## src/rtl/pbsw_pkg.sv

```systemverilog
package pbsw_pkg;
  typedef enum logic {
    MODE_OFF = 1'b0,
    MODE_ON  = 1'b1
  } mode_e;
endpackage

```

## src/rtl/pbsw_idle_tally.sv

```systemverilog
module pbsw_idle_tally #(
  parameter int unsigned LIMIT = 10,
  parameter int unsigned CW    = $clog2(LIMIT + 1)
) (
  input  logic          clk,
  input  logic          rst,
  input  logic          active,
  input  logic          press,
  output logic [CW-1:0] count,
  output logic          at_limit
);
  localparam logic [CW-1:0] LIM_V = CW'(LIMIT);

  assign at_limit = (count >= LIM_V);

  // Count idle cycles while on; any other case returns to zero.
  always_ff @(posedge clk) begin
    if (rst) begin
      count <= '0;
    end else if (active && !press && !at_limit) begin
      count <= count + 1'b1;
    end else begin
      count <= '0;
    end
  end

  p_count_bounded_r7: assert property (@(posedge clk) disable iff (rst)
    count <= LIM_V);

  p_idle_step_r4: assert property (@(posedge clk) disable iff (rst)
    (active && !press && !at_limit) |=> (count == $past(count) + 1'b1));

  p_press_clears_r5: assert property (@(posedge clk) disable iff (rst)
    (active && press) |=> (count == '0));
endmodule

```

## src/rtl/pbsw_mode_fsm.sv

```systemverilog
module pbsw_mode_fsm
  import pbsw_pkg::*;
(
  input  logic  clk,
  input  logic  rst,
  input  logic  press,
  input  logic  expire,
  output mode_e mode
);
  mode_e mode_nx;

  always_comb begin
    mode_nx = mode;
    case (mode)
      MODE_OFF: if (press) mode_nx = MODE_ON;
      MODE_ON:  if (press || expire) mode_nx = MODE_OFF;
      default:  mode_nx = MODE_OFF;
    endcase
  end

  always_ff @(posedge clk) begin
    if (rst) mode <= MODE_OFF;
    else     mode <= mode_nx;
  end

  p_wake_on_press_r2: assert property (@(posedge clk) disable iff (rst)
    (mode == MODE_OFF && press) |=> (mode == MODE_ON));

  p_stay_off_r3: assert property (@(posedge clk) disable iff (rst)
    (mode == MODE_OFF && !press) |=> (mode == MODE_OFF));

  p_press_off_r5: assert property (@(posedge clk) disable iff (rst)
    (mode == MODE_ON && press) |=> (mode == MODE_OFF));

  p_timeout_off_r6: assert property (@(posedge clk) disable iff (rst)
    (mode == MODE_ON && expire && !press) |=> (mode == MODE_OFF));
endmodule

```

## src/rtl/pb_autooff_switch.sv

```systemverilog
module pb_autooff_switch
  import pbsw_pkg::*;
#(
  parameter int unsigned LIMIT = 10,
  parameter int unsigned CNT_W = $clog2(LIMIT + 1)
) (
  input  logic             clk,
  input  logic             rst,
  input  logic             press_i,
  output logic             on_o,
  output logic [CNT_W-1:0] count_o
);
  mode_e mode;
  logic  expire;

  pbsw_mode_fsm u_mode (
    .clk    (clk),
    .rst    (rst),
    .press  (press_i),
    .expire (expire),
    .mode   (mode)
  );

  pbsw_idle_tally #(.LIMIT(LIMIT), .CW(CNT_W)) u_tally (
    .clk      (clk),
    .rst      (rst),
    .active   (mode == MODE_ON),
    .press    (press_i),
    .count    (count_o),
    .at_limit (expire)
  );

  assign on_o = (mode == MODE_ON);

  p_off_means_zero_r8: assert property (@(posedge clk) disable iff (rst)
    !on_o |-> (count_o == '0));

  p_reset_wins_r9: assert property (@(posedge clk)
    rst |=> (!on_o && count_o == '0));
endmodule

```

## config.mk

```make
export PLATFORM = sky130hd
export DESIGN_NAME = pb_autooff_switch
export DESIGN_NICKNAME = d
export VERILOG_FILES = /design/src/rtl/pbsw_pkg.sv /design/src/rtl/pbsw_idle_tally.sv /design/src/rtl/pbsw_mode_fsm.sv /design/src/rtl/pb_autooff_switch.sv
export SDC_FILE = /design/constraint.sdc
export NUM_CORES = 1
export LEC_CHECK = 0
export ABC_AREA = 1
export BUFFER_PORTS_ARGS = -buffer_cell sky130_fd_sc_hd__buf_2
export CAP_MARGIN = 20
export CORE_AREA = 2 2 39 41
export DETAILED_ROUTE_END_ITERATION = 10
export DIE_AREA = 0 0 41 43
export PLACE_DENSITY = 0.37
export SYNTH_ARGS = -nofsm -noshare
export SYNTH_HDL_FRONTEND = slang
export SYNTH_SLANG_ARGS = --single-unit
```

## constraint.sdc

```tcl
create_clock -name clk -period 3.1 [get_ports clk]
set_input_delay 0.465 -clock clk [delete_from_list [all_inputs] [get_ports clk]]
set_output_delay 0.465 -clock clk [all_outputs]
set_load 0.02 [all_outputs]
```

==> summary.txt <==
Run status
  • Status: finished, final reports clean

Synth
  • Seq cells post-synth: 5
  • Cells after Synth: 27
  • Area leader, netlist: dfxtp_1
  • Synth area leaders: dfxtp_1 41%, ha_1 10%, nor2_2 10%
  • Sequential share of the synthesized area: between 40% and 50%
  • Post-Syn Area: between 200 and 250 um^2
  • YS warnings: 0
  • Top cell type's share of synthesized area: 40.8%
  • Syn Area/Cell: 9.08 um^2
  • Yosys cell types: 13
  • Syn_nets: 32

Route
  • DRT antenna net count: 0
  • Routed wire per std cell: 8.26 um
  • Pre-antenna DRT Iters: 2
  • Via-per-instance ratio: between 3 and 4
  • Routed WL: between 400 and 500 um
  • Iter 0 DRT Violations: 4
  • # DRC: 0
  • Via count: just under 200

Clock network
  • CTS tree: yes
  • Reg clk slew, reported paths: ~0.04 ns
  • Clk buf depth: 2
  • H-tree depth: 1
  • CTS root buffer: clkbuf_4
  • Post-cts hold buffer count: 0
  • Post-CTS sizing: 0
  • Worst skew pair latency: about 0.25 ns
  • Clk sinks: 5
  • Post-CTS Setup Inserts: 0
  • Cts bufs inserted: 3

Global route
  • GRT Total Usage: between 7 and 8%
  • Initial antenna violation count: 0
  • Number of global-route vias before repair: 199
  • Largest net degree at the start of global routing: 7
  • First-pass GRT wire length: around 770 um
  • Total gr overflow: 0

Floorplan
  • Initial Util: 17.7%
  • Rows: 14
  • Core ar.: between 1000 and 1500 um^2
  • Ports: 8
  • Die H: ~43 um
  • Die area: ~1800 um^2
  • Die Width: 41 um

Timing
  • Worst-Margin Slew: 0.196 ns
  • Fin crit share: between 40 and 50%
  • Post-layout minimum cycle time: about 1.3 ns
  • Worst Clk Skew: between 0.004 and 0.005 ns
  • RSZ-0062 raised after global routing: false
  • PnR worst setup slack: approximately 1.8 ns
  • Final setup viols: 0
  • Fin. max-slew vios: 0
  • Total Neg Setup Slack: 0 ns
  • Fmax: 756 MHz
  • Final Hold Viols: 0
  • Relative slew slack: around 87%

Setup path
  • Worst Setup End Kind: primary output
  • R2R Path Start: u_tally.count[0]$_SDFF_PP0_
  • WP data required: 2.63 ns
  • CP startpoint: u_tally.count[0]$_SDFF_PP0_
  • Max incr delay on CP: about 0.4 ns
  • Max Fanout on Critical Path: 6
  • Crit path buffers/inverters: 1
  • Critical-path top delay cell: dfxtp_1
  • Crit path kind: reg2out
  • CP cell instances: buf_2
  • Arr. time, crit path: 0.86 ns
  • Worst Setup Start Kind: register
  • Delay-heaviest family, CP: flip-flops

Placed design
  • GPL Wtd Cong: around 0.66
  • Post-Place Worst Slack: around 2.0 ns
  • Port Buffer Count: 7
  • Dpl hpwl: ~340 um

Layout
  • Ant. Diodes: 0
  • P&R area growth vs syn: 33.2%
  • Layout cell share with drive strength beyond 1: approximately 45%
  • Most frequent cells in the layout: 7 x buf_2, 5 x dfxtp_1, 4 x inv_1, 4 x nand2_1, 4 x nor2_2
  • Commonest non-fill, non-tap cell in the layout: buf_2
  • Fin nets: 44

Flow run
  • Max-cap viol count: 0

Worst hold path
  • Hold path start: u_tally.count[0]$_SDFF_PP0_
  • HP Class: reg2reg

Power
  • PwrDens: approximately 480 nW/um^2
  • Leakage power: ~0.15 nW
  • Max VDD drop: 137 uV
-- state kept, by name, indices dropped and copies added (netlist names) --
register	count
u_tally.count	4
u_mode.mode	1
-- per-layer routing --
| metal | routed length [um] | share of wire, % | vias up | global-route usage (%) |
|---|---|---|---|---|
| met1 | 176 | 39 | 79 | 7.42 |
| met2 | 184 | 41 | 8 | 8.13 |
| met4 | 31 | 7.0 | 0 | 12.0 |
| met5 | 0 | 0 | - | 0 |
| li1 | - | - | 105 | - |
| met3 | 54 | 12 | 3 | 2.62 |
-- synthesized netlist by cell type --
cell      number
nor3_4         1
nand2_1        4
nand2_4        1
ha_1           2
xnor2_1        1
nand4_1        1
dfxtp_1        5
inv_1          4
nand2_2        1
nand3_1        1
nor2_1         1
nand3b_1       1
nor2_2         4
-- path summary, 6_finish.rpt --
path	endpoint	slack (ns)	cells after the start
min reg2reg	u_tally.count[0]$_SDFF_PP0_	0.49	1
max reg2reg	u_tally.count[1]$_SDFF_PP0_	2.01	7
min	u_tally.count[0]$_SDFF_PP0_	0.49	1
max	count_o[0]	1.78	1
-- metrics by stage --
step                power [mW]  area (um^2)  utilization, %  hold WS (ns)  instances
floorplan               0.0752          245               -         0.549         27
global placement        0.0795          300            21.7         0.483         50
detailed placement      0.0797          300            21.7         0.482         50
CTS                      0.160          327            23.6         0.494         54
global route             0.164          327            23.6         0.517         54
finish                   0.156          327            23.6         0.489         54
-- power by group --
group	internal (mW)	total, mW	switching [mW]
Sequential	0.0662	0.0675	0.00130
Combinational	0.00401	0.0111	0.00713
Clock	0.0487	0.0769	0.0282
-- logic make-up after synthesis --
logic type                 Yosys count  share of synthesized area [%]
DFF                                  5                           40.8
and+or+nand+nor                     15                           39.3
buffers and inverters                4                           6.12
adders and majority gates            2                           10.2
xor gates and xnor gates             1                           3.57
-- cell type report --
type	count	area [um^2]
Tap cell	16	20.0
Fill cell	159	1060
Sequential cell	5	100
Multi-Input combinational cell	18	130
Inverter	4	15.0
Timing Repair Buffer	7	35.0
Clock buffer	4	26.3
Power figures use the tool's default switching activity.
